<file path="src/rtl/accseq_pkg.sv">
package accseq_pkg;

  localparam int OPC_W = 4;

  localparam logic [OPC_W-1:0] OPC_HALT  = 4'd0;
  localparam logic [OPC_W-1:0] OPC_LOAD  = 4'd1;
  localparam logic [OPC_W-1:0] OPC_STORE = 4'd2;
  localparam logic [OPC_W-1:0] OPC_ADD   = 4'd3;
  localparam logic [OPC_W-1:0] OPC_SUB   = 4'd4;
  localparam logic [OPC_W-1:0] OPC_JUMP  = 4'd5;

  typedef enum logic [3:0] {
    S_FADDR,   // PC -> MAR
    S_FREAD,   // read strobe, PC + 1
    S_FCAPT,   // bus -> MDR
    S_FLOAD,   // MDR -> CIR
    S_DECODE,  // split CIR, choose path
    S_XADDR,   // operand -> MAR (ACC -> MDR for store)
    S_XREAD,   // operand read strobe
    S_XCAPT,   // bus -> MDR
    S_XALU,    // ALU result -> ACC
    S_XWRITE,  // write strobe
    S_XJUMP,   // operand -> PC
    S_HALT
  } seq_state_e;

  typedef enum logic [1:0] {
    ALU_PASS,
    ALU_ADD,
    ALU_SUB
  } alu_op_e;

  typedef struct packed {
    logic mar_from_pc;
    logic mar_from_opr;
    logic pc_inc;
    logic pc_jump;
    logic mdr_from_bus;
    logic mdr_from_acc;
    logic cir_load;
    logic acc_load;
  } dp_ctrl_t;

endpackage

</file>
<file path="src/rtl/accseq_alu.sv">
module accseq_alu
  import accseq_pkg::*;
#(
  parameter int DATA_W = 16
) (
  input  logic [DATA_W-1:0] a,
  input  logic [DATA_W-1:0] b,
  input  alu_op_e           op,
  output logic [DATA_W-1:0] y
);

  always_comb begin
    unique case (op)
      ALU_ADD: y = a + b;
      ALU_SUB: y = a - b;
      default: y = b;
    endcase
  end

endmodule

</file>
<file path="src/rtl/accseq_ctrl.sv">
module accseq_ctrl
  import accseq_pkg::*;
(
  input  logic             clk,
  input  logic             rst,
  input  logic [OPC_W-1:0] opcode,
  output dp_ctrl_t         ctl,
  output alu_op_e          alu_op,
  output logic             rd_q,
  output logic             wr_q,
  output logic             halted_q
);

  seq_state_e state_q, state_d;

  always_comb begin
    state_d = state_q;
    unique case (state_q)
      S_FADDR:  state_d = S_FREAD;
      S_FREAD:  state_d = S_FCAPT;
      S_FCAPT:  state_d = S_FLOAD;
      S_FLOAD:  state_d = S_DECODE;
      S_DECODE: begin
        unique case (opcode)
          OPC_HALT:                             state_d = S_HALT;
          OPC_LOAD, OPC_STORE, OPC_ADD, OPC_SUB: state_d = S_XADDR;
          OPC_JUMP:                             state_d = S_XJUMP;
          default:                              state_d = S_FADDR;
        endcase
      end
      S_XADDR:  state_d = (opcode == OPC_STORE) ? S_XWRITE : S_XREAD;
      S_XREAD:  state_d = S_XCAPT;
      S_XCAPT:  state_d = S_XALU;
      S_XALU:   state_d = S_FADDR;
      S_XWRITE: state_d = S_FADDR;
      S_XJUMP:  state_d = S_FADDR;
      S_HALT:   state_d = S_HALT;
      default:  state_d = S_FADDR;
    endcase
  end

  always_comb begin
    ctl              = '0;
    ctl.mar_from_pc  = (state_q == S_FADDR);
    ctl.pc_inc       = (state_q == S_FREAD);
    ctl.mdr_from_bus = (state_q == S_FCAPT) || (state_q == S_XCAPT);
    ctl.cir_load     = (state_q == S_FLOAD);
    ctl.mar_from_opr = (state_q == S_XADDR);
    ctl.mdr_from_acc = (state_q == S_XADDR) && (opcode == OPC_STORE);
    ctl.acc_load     = (state_q == S_XALU);
    ctl.pc_jump      = (state_q == S_XJUMP);
  end

  always_comb begin
    unique case (opcode)
      OPC_ADD: alu_op = ALU_ADD;
      OPC_SUB: alu_op = ALU_SUB;
      default: alu_op = ALU_PASS;
    endcase
  end

  always_ff @(posedge clk) begin
    if (rst) begin
      state_q  <= S_FADDR;
      rd_q     <= 1'b0;
      wr_q     <= 1'b0;
      halted_q <= 1'b0;
    end else begin
      state_q  <= state_d;
      rd_q     <= (state_d == S_FREAD) || (state_d == S_XREAD);
      wr_q     <= (state_d == S_XWRITE);
      halted_q <= (state_d == S_HALT);
    end
  end


  rw_excl_chk: assert property (@(posedge clk) disable iff (rst)
    !(rd_q && wr_q));


  rd_pulse_chk: assert property (@(posedge clk) disable iff (rst)
    rd_q |=> !rd_q);


  halt_hold_chk: assert property (@(posedge clk) disable iff (rst)
    halted_q |=> halted_q);


  halt_quiet_chk: assert property (@(posedge clk) disable iff (rst)
    halted_q |-> (!rd_q && !wr_q));

endmodule

</file>
<file path="src/rtl/accseq_datapath.sv">
module accseq_datapath
  import accseq_pkg::*;
#(
  parameter int DATA_W = 16,
  parameter int ADDR_W = 12
) (
  input  logic              clk,
  input  logic              rst,
  input  dp_ctrl_t          ctl,
  input  logic [DATA_W-1:0] alu_y,
  input  logic [DATA_W-1:0] bus_rdata,
  output logic [ADDR_W-1:0] mar_q,
  output logic [DATA_W-1:0] mdr_q,
  output logic [DATA_W-1:0] cir_q,
  output logic [DATA_W-1:0] acc_q,
  output logic              zero_q
);

  logic [ADDR_W-1:0] pc_q;
  logic [ADDR_W-1:0] operand;

  assign operand = cir_q[ADDR_W-1:0];

  always_ff @(posedge clk) begin
    if (rst) begin
      pc_q <= '0;
    end else if (ctl.pc_jump) begin
      pc_q <= operand;
    end else if (ctl.pc_inc) begin
      pc_q <= pc_q + 1'b1;
    end
  end

  always_ff @(posedge clk) begin
    if (rst) begin
      mar_q <= '0;
    end else if (ctl.mar_from_pc) begin
      mar_q <= pc_q;
    end else if (ctl.mar_from_opr) begin
      mar_q <= operand;
    end
  end

  always_ff @(posedge clk) begin
    if (rst) begin
      mdr_q <= '0;
    end else if (ctl.mdr_from_bus) begin
      mdr_q <= bus_rdata;
    end else if (ctl.mdr_from_acc) begin
      mdr_q <= acc_q;
    end
  end

  always_ff @(posedge clk) begin
    if (rst) begin
      cir_q <= '0;
    end else if (ctl.cir_load) begin
      cir_q <= mdr_q;
    end
  end

  always_ff @(posedge clk) begin
    if (rst) begin
      acc_q  <= '0;
      zero_q <= 1'b1;
    end else if (ctl.acc_load) begin
      acc_q  <= alu_y;
      zero_q <= (alu_y == '0);
    end
  end


  zero_flag_chk: assert property (@(posedge clk) disable iff (rst)
    zero_q == (acc_q == '0));

endmodule

</file>
<file path="src/rtl/accseq_core.sv">
module accseq_core
  import accseq_pkg::*;
#(
  parameter int DATA_W = 16
) (
  input  logic                    clk,
  input  logic                    rst,
  output logic [DATA_W-OPC_W-1:0] mem_addr,
  output logic                    mem_rd,
  output logic                    mem_wr,
  output logic [DATA_W-1:0]       mem_wdata,
  input  logic [DATA_W-1:0]       mem_rdata,
  output logic [DATA_W-1:0]       acc_value,
  output logic                    acc_zero,
  output logic                    halted
);

  localparam int ADDR_W = DATA_W - OPC_W;

  dp_ctrl_t          ctl;
  alu_op_e           alu_op;
  logic [DATA_W-1:0] cir;
  logic [DATA_W-1:0] mdr;
  logic [DATA_W-1:0] acc;
  logic [DATA_W-1:0] alu_y;

  accseq_ctrl i_ctrl (
    .clk      (clk),
    .rst      (rst),
    .opcode   (cir[DATA_W-1 -: OPC_W]),
    .ctl      (ctl),
    .alu_op   (alu_op),
    .rd_q     (mem_rd),
    .wr_q     (mem_wr),
    .halted_q (halted)
  );

  accseq_alu #(.DATA_W(DATA_W)) i_alu (
    .a  (acc),
    .b  (mdr),
    .op (alu_op),
    .y  (alu_y)
  );

  accseq_datapath #(.DATA_W(DATA_W), .ADDR_W(ADDR_W)) i_dp (
    .clk       (clk),
    .rst       (rst),
    .ctl       (ctl),
    .alu_y     (alu_y),
    .bus_rdata (mem_rdata),
    .mar_q     (mem_addr),
    .mdr_q     (mdr),
    .cir_q     (cir),
    .acc_q     (acc),
    .zero_q    (acc_zero)
  );

  assign mem_wdata = mdr;
  assign acc_value = acc;


  store_data_chk: assert property (@(posedge clk) disable iff (rst)
    mem_wr |-> (mem_wdata == acc_value));

endmodule

</file>
<file path="config.mk">
export PLATFORM = sky130hd
export DESIGN_NAME = accseq_core
export DESIGN_NICKNAME = d
export VERILOG_FILES = /design/src/rtl/accseq_pkg.sv /design/src/rtl/accseq_alu.sv /design/src/rtl/accseq_ctrl.sv /design/src/rtl/accseq_datapath.sv /design/src/rtl/accseq_core.sv
export SDC_FILE = /design/constraint.sdc
export NUM_CORES = 1
export LEC_CHECK = 0
export CELL_PAD_IN_SITES_DETAIL_PLACEMENT = 2
export CELL_PAD_IN_SITES_GLOBAL_PLACEMENT = 2
export CORE_UTILIZATION = 35
export CTS_BUF_LIST = sky130_fd_sc_hd__clkbuf_8
export DETAILED_ROUTE_END_ITERATION = 12
export GPL_TIMING_DRIVEN = 0
export PLACE_DENSITY_LB_ADDON = 0.1
export REMOVE_ABC_BUFFERS = 1
export SYNTH_ARGS = -nofsm -noshare
export SYNTH_HDL_FRONTEND = slang
export SYNTH_SLANG_ARGS = --single-unit
</file>
<file path="constraint.sdc">
create_clock -name clk -period 5.52 [get_ports clk]
set_clock_uncertainty 0.05 [all_clocks]
set_input_delay 1.104 -clock clk [delete_from_list [all_inputs] [get_ports clk]]
set_output_delay 1.104 -clock clk [all_outputs]
set_load 0.02 [all_outputs]
</file>
# After elaboration in Yosys (flattened, before gate mapping)
# Index checks and enable logic that the tools add are counted.
# W data, S select, Z words.
# totals
ff_bits,80
inputBits,18
out_inout_bits,48
# op_classes
add_sub_neg,3
n_eq_ne,21
muxes,11
reduce_logical,10
# op_table
op,n
$mux W12,4
$pmux W4 S9,1
$mux W16,2
$pmux W16 S2,1
$eq A4 B3 Y1 const B,7
$eq A4 B4 Y1 const B,5
$add A16 B16 Y16,1
$eq A4 B2 Y1 const B,4
$logic_not A16 Y1,1
$sub A16 B16 Y16,1
$add A12 B1 Y12 const B,1
$eq A4 B1 Y1 const B,3
$pmux W4 S3,1
$logic_not A4 Y1,2
$reduce_bool A2 Y1,3
$mux W4,1
$pmux W2 S2,1
$reduce_or A4 Y1,1
$eq A2 B1 Y1 const B,1
$eq A2 B2 Y1 const B,1
$logic_or A1 B1 Y1,2
$logic_and A1 B1 Y1,1

# Longest topological paths before layout
# depth
word_depth,6
ltp_mapped,15

# By module
# From an unflattened synthesis, not the netlist that was laid out.
# unflattened
cells_unflattened,596
area_unflattened_um2,4850.9
# modules_own_cells
module,n_inst,cells_each,area_per_inst_um2,seq_area_each_um2
accseq_datapath,1,348,3098.0,1461.4
accseq_alu,1,186,1231.2,0.0
accseq_ctrl,1,62,521.8,140.1

# Worst setup path after synthesis
# Ideal clock, no wire load.
# synth_path
path_kind,flip-flop to flip-flop
startpoint,register i_dp.cir_q[12]
endpoint,register i_dp.zero_q
arrival_time_ps,3354
t_required_ps,5386
slack_ps,2032
stages_incl_launch_ff,15
path_buffers,1
cell_sequence,dfxtp_1 nor4b_1 ha_1 clkbuf_1 nor2_1 xnor2_1 ha_1 nor2b_1 o31ai_1 a31oi_1 o21ai_0 mux2_2 nor3_1 nand4b_1 o31ai_2
# synth_via
elab_chain_len,5
# synth_rtl
element,line,rtl
"start, declared",accseq_datapath.sv:14,"output logic [DATA_W-1:0] cir_q,"
"start signal, assigned",accseq_datapath.sv:58,cir_q <= mdr_q;
$eq A4 B3 Y1 / $eq A4 B2 Y1 (equally long branches),accseq_ctrl.sv:55,unique case (opcode)
$pmux W2 S2 (*),accseq_ctrl.sv:55,
$eq A2 B2 Y1 / $eq A2 B1 Y1 (equally long branches),accseq_alu.sv:13,unique case (op)
$pmux W16 S2 (*),accseq_alu.sv:13,
$logic_not A16 Y1 (*),accseq_datapath.sv:68,zero_q <= (alu_y == '0);
"end signal, assigned",accseq_datapath.sv:68,
"end, declared",accseq_datapath.sv:16,output logic zero_q
# Mark *: on every way between the ends. The rest lies on a longest branch, timed or not.
# A chain may end at the register's enable or synchronous reset.

# Final worst setup path
# layout_path
startpoint,register i_dp.cir_q[14]
endpoint,register i_dp.zero_q
# The elaborated chain is that of the path after synthesis.

==> impl_metrics.toml <==
[grt]
via_count_of_the_first_global_routing_pass = 5143
maximum_number_of_pins_on_one_net_before_global_route_repair = 77
grt_pass1_wl_um = 27610
overflow = 0
grt_antenna_before_repair = 0
track_usage_pct = 24.83

[floorplan]
die-height_um = 117.9
die_footprint_mm2 = 0.01389
initial_core_util_pct = 36.49
floorplan.die.width_um = 117.9
ioPinCount = 66
core-area_mm2 = 0.01288
placement_rows = 41

[critical_path]
r2r_slack_ps = 1080
worst-path-max-fanout = 15
required_time_reported_for_the_critical_path_endpoint_ps = 5770
worstReg2RegEnd = "i_dp.zero_q"
timing.critical_path.to_type = "flop"
critPathKind = "reg2reg"
reg_to_reg_startpoint = "i_dp.cir_q[14]"
ff2ff_path_depth = 12
crit_arrival_ps = 4680
setup.worst_path.start_class = "flop"

[timing]
setup_repair_after_global_routing_missed_its_margin = "no"
pins_over_their_slew_limit = 0
highest_clock_frequency_the_design_can_meet_mhz = 225.3
report.final.setup_viol = 0
timing_worst_slew_pin_value_ps = 1240
layout_worst_path_cycle_share_pct = 80.39
shortest_clock_period_the_worst_path_allows_after_layout_ps = 4438
hold_viol = 0
maxSlewHeadroom_pct = 17.10
totalNegativeSetupSlack_ps = 0

[clock_tree]
clockBufferDepth = 2
cts-buffers-inserted = 9
cts.reportedPaths.clkPinSlew_ps = 90
cts_setup_buffers = 0
clock_tree.root_cell = "sky130_fd_sc_hd__clkbuf_8"
ctsHtreeMaxLevel = 3
worstSkewPairLatency_ps = 370
cts_num_sinks = 80
post_cts_resized = 0
cts_hold_repair.buffers = 0
cts_tree = "built"

[synthesis]
synth_largest_area_cell = "sky130_fd_sc_hd__dfxtp_1"
synth_edf_count = 0
synth_top_family_by_area = "simple AND/OR/NAND/NOR gates"
syn_area_per_cell_um2 = 7.689
yosys.area_share.adder_pct = 5.220
synth_xor_xnor_area_share_pct = 4.101
netlist_top_cells_area = "sky130_fd_sc_hd__dfxtp_1, sky130_fd_sc_hd__nand2_1, sky130_fd_sc_hd__a21oi_1"
yosysSeqAreaShare_pct = 34.09
synth_simple_gate_area_share_pct = 24.95
fraction_of_synthesized_area_in_multiplexers_pct = 1.545
postSynth.asyncResetShare_pct = 0
yosys_most_used_dff = "sky130_fd_sc_hd__dfxtp_1"
synth_warnings = 0
synthDistinctLibCells = 61
netlist_instances = 611
synthDominantCellAreaShare_pct = 34.09
yosys_register_bits = 80
netlist_area_mm2 = 0.004698
synth_compound_area_share_pct = 24.50

[cells_and_area]
syn2layout_area_growth_pct = 20.32
most_frequent_cells_in_the_layout = "sky130_fd_sc_hd__nand2_1, sky130_fd_sc_hd__dfxtp_1, sky130_fd_sc_hd__nor2_1"
number_of_nets_in_the_final_layout = 690
fillerInstances = 1488
post_route_cells_drive_above_1_share_pct = 5.319
antenna_cells_inserted = 0
final_common_cell = "sky130_fd_sc_hd__nand2_1"

[route]
postRouteWirelength_um = 16600
drt_iter0_drc = 197
avgViaCountPerCell = 5.812
drt-wirelength-per-cell_um = 20.00
drt-pass1-iter-count = 6
vias = 4824
ant_nets = 0
drc = 0

[hold_path]
hold_path_startpoint = "i_dp.mar_q[3]"
worstHoldPathCells = 2
min_delay_worst_endpoint = "i_dp.mar_q[3]"
holdCritPathClass = "reg2reg"

[power]
power_per_cell_area_mw_per_mm2 = 322.9
fin_total_pwr_mw = 1.825
total_leakage_power_nw = 1.972
vdd.ir_drop.worst_v = 0.0001354

[status]
outcome = "finished clean"

[placed_design]
io_buffers = 65
hpwl_reported_at_the_end_of_detailed_placement_um = 12090
gp_routability_congestion = 0.8372

[run]
timing.max_cap.violations = 0
## per-stage QoR
step,util [%],setup WS [ps],hold WS (ps),cells,instance area [um2]
CTS,43.88,1138,414.5,830,5650
detailed placement,42.35,1182,401.9,814,5453
floorplan,-,2031,393.3,572,4496
global route,43.90,743.5,436.0,830,5653
finish,43.90,1082,411.8,830,5653
global placement,41.64,507.6,392.5,809,5361
## logic make-up after synthesis
group	count (synthesis)
AO/OA/AOI/OAI	174
adder cells (fa/ha/maj)	19
XOR/XNOR	22
buffers and inverters	55
multiplexers	7
flip-flops	80
AND/OR/NAND/NOR	254
## Yosys cell counts (3+ instances only)
| cell | instances |
|---|---|
| sky130_fd_sc_hd__nor3b_1 | 7 |
| sky130_fd_sc_hd__a21o_1 | 3 |
| sky130_fd_sc_hd__mux2i_1 | 5 |
| sky130_fd_sc_hd__nor3_1 | 14 |
| sky130_fd_sc_hd__a22oi_1 | 17 |
| sky130_fd_sc_hd__ha_1 | 18 |
| sky130_fd_sc_hd__dfxtp_1 | 80 |
| sky130_fd_sc_hd__buf_6 | 3 |
| sky130_fd_sc_hd__o21ai_0 | 25 |
| sky130_fd_sc_hd__a311oi_1 | 17 |
| sky130_fd_sc_hd__a31oi_1 | 6 |
| sky130_fd_sc_hd__a21oi_1 | 56 |
| sky130_fd_sc_hd__or3_1 | 4 |
| sky130_fd_sc_hd__clkbuf_1 | 28 |
| sky130_fd_sc_hd__and2_1 | 3 |
| sky130_fd_sc_hd__buf_1 | 3 |
| sky130_fd_sc_hd__o31a_1 | 3 |
| sky130_fd_sc_hd__a221oi_1 | 4 |
| sky130_fd_sc_hd__nor2_1 | 72 |
| sky130_fd_sc_hd__nor4_1 | 6 |
| sky130_fd_sc_hd__nor2b_1 | 4 |
| sky130_fd_sc_hd__o31ai_1 | 4 |
| sky130_fd_sc_hd__o21a_1 | 8 |
| sky130_fd_sc_hd__inv_1 | 16 |
| sky130_fd_sc_hd__a211oi_1 | 4 |
| sky130_fd_sc_hd__and3_1 | 8 |
| sky130_fd_sc_hd__xnor2_1 | 18 |
| sky130_fd_sc_hd__o22ai_1 | 4 |
| sky130_fd_sc_hd__nand3b_1 | 3 |
| sky130_fd_sc_hd__o211ai_1 | 5 |
| sky130_fd_sc_hd__nand2_1 | 94 |
| sky130_fd_sc_hd__nand3_1 | 27 |
| sky130_fd_sc_hd__xor2_1 | 4 |
## how the worst max path moves through the flow
| stage | from | endpoint | cells after the start |
|---|---|---|---|
| after global placement | rst | i_ctrl.state_q[2] | 3 |
| after detailed placement | i_dp.cir_q[14] | i_dp.zero_q | 12 |
| after floorplan | i_dp.cir_q[12] | i_dp.zero_q | 12 |
| after CTS | i_dp.cir_q[14] | i_dp.zero_q | 12 |
| after global routing | i_dp.cir_q[14] | i_dp.zero_q | 13 |
| final | i_dp.cir_q[14] | i_dp.zero_q | 12 |
## sequential cells by signal, summed over array words and instances (netlist names)
| register | flops |
|---|---|
| i_ctrl.state_q | 4 |
| i_ctrl.wr_q | 1 |
| i_dp.zero_q | 1 |
| i_dp.pc_q | 12 |
| i_dp.mar_q | 12 |
| i_ctrl.rd_q | 1 |
| i_dp.mdr_q | 16 |
| i_ctrl.halted_q | 1 |
| i_dp.cir_q | 16 |
| i_dp.acc_q | 16 |
## power breakdown
group	total (mW)	switching (mW)	internal, mW
clock	0.453	0.233	0.220
combinational	0.701	0.405	0.296
sequential	0.672	0.0673	0.605
total	1.83	0.705	1.12
## routing by layer
| layer | wire length (um) | global-route usage [%] | vias up |
|---|---|---|---|
| met5 | 0 | 0 | - |
| met4 | 272 | 7.051 | 0 |
| met3 | 433 | 4.264 | 23 |
| met2 | 8302 | 43.71 | 95 |
| met1 | 7591 | 30.84 | 2427 |
| li1 | - | - | 2279 |
## final cells by class
cell class              count  area (um2)  area share (%)
clock buffers              10       137.6           2.435
clock inverters             6       60.06           1.062
inverters                  16       60.06           1.062
multi-input cells         476        2865           50.69
flip-flops and latches     80        1602           28.33
well taps                 172       215.2           3.807
repair buffers             70       713.2           12.62
## worst max-delay path: stages, from the launching register on
cell and delay (ps):
sky130_fd_sc_hd__dfxtp_1 450, sky130_fd_sc_hd__nor4b_1 560, sky130_fd_sc_hd__ha_1 610, sky130_fd_sc_hd__mux2_2 430, sky130_fd_sc_hd__fa_1 430, sky130_fd_sc_hd__xnor2_1 150, sky130_fd_sc_hd__mux2i_1 270, sky130_fd_sc_hd__a21boi_0 350
sky130_fd_sc_hd__o311a_1 240, sky130_fd_sc_hd__o211ai_1 130, sky130_fd_sc_hd__nor4_1 310, sky130_fd_sc_hd__nand4b_1 190, sky130_fd_sc_hd__o31ai_2 190
Power figures use the tool's default switching activity.
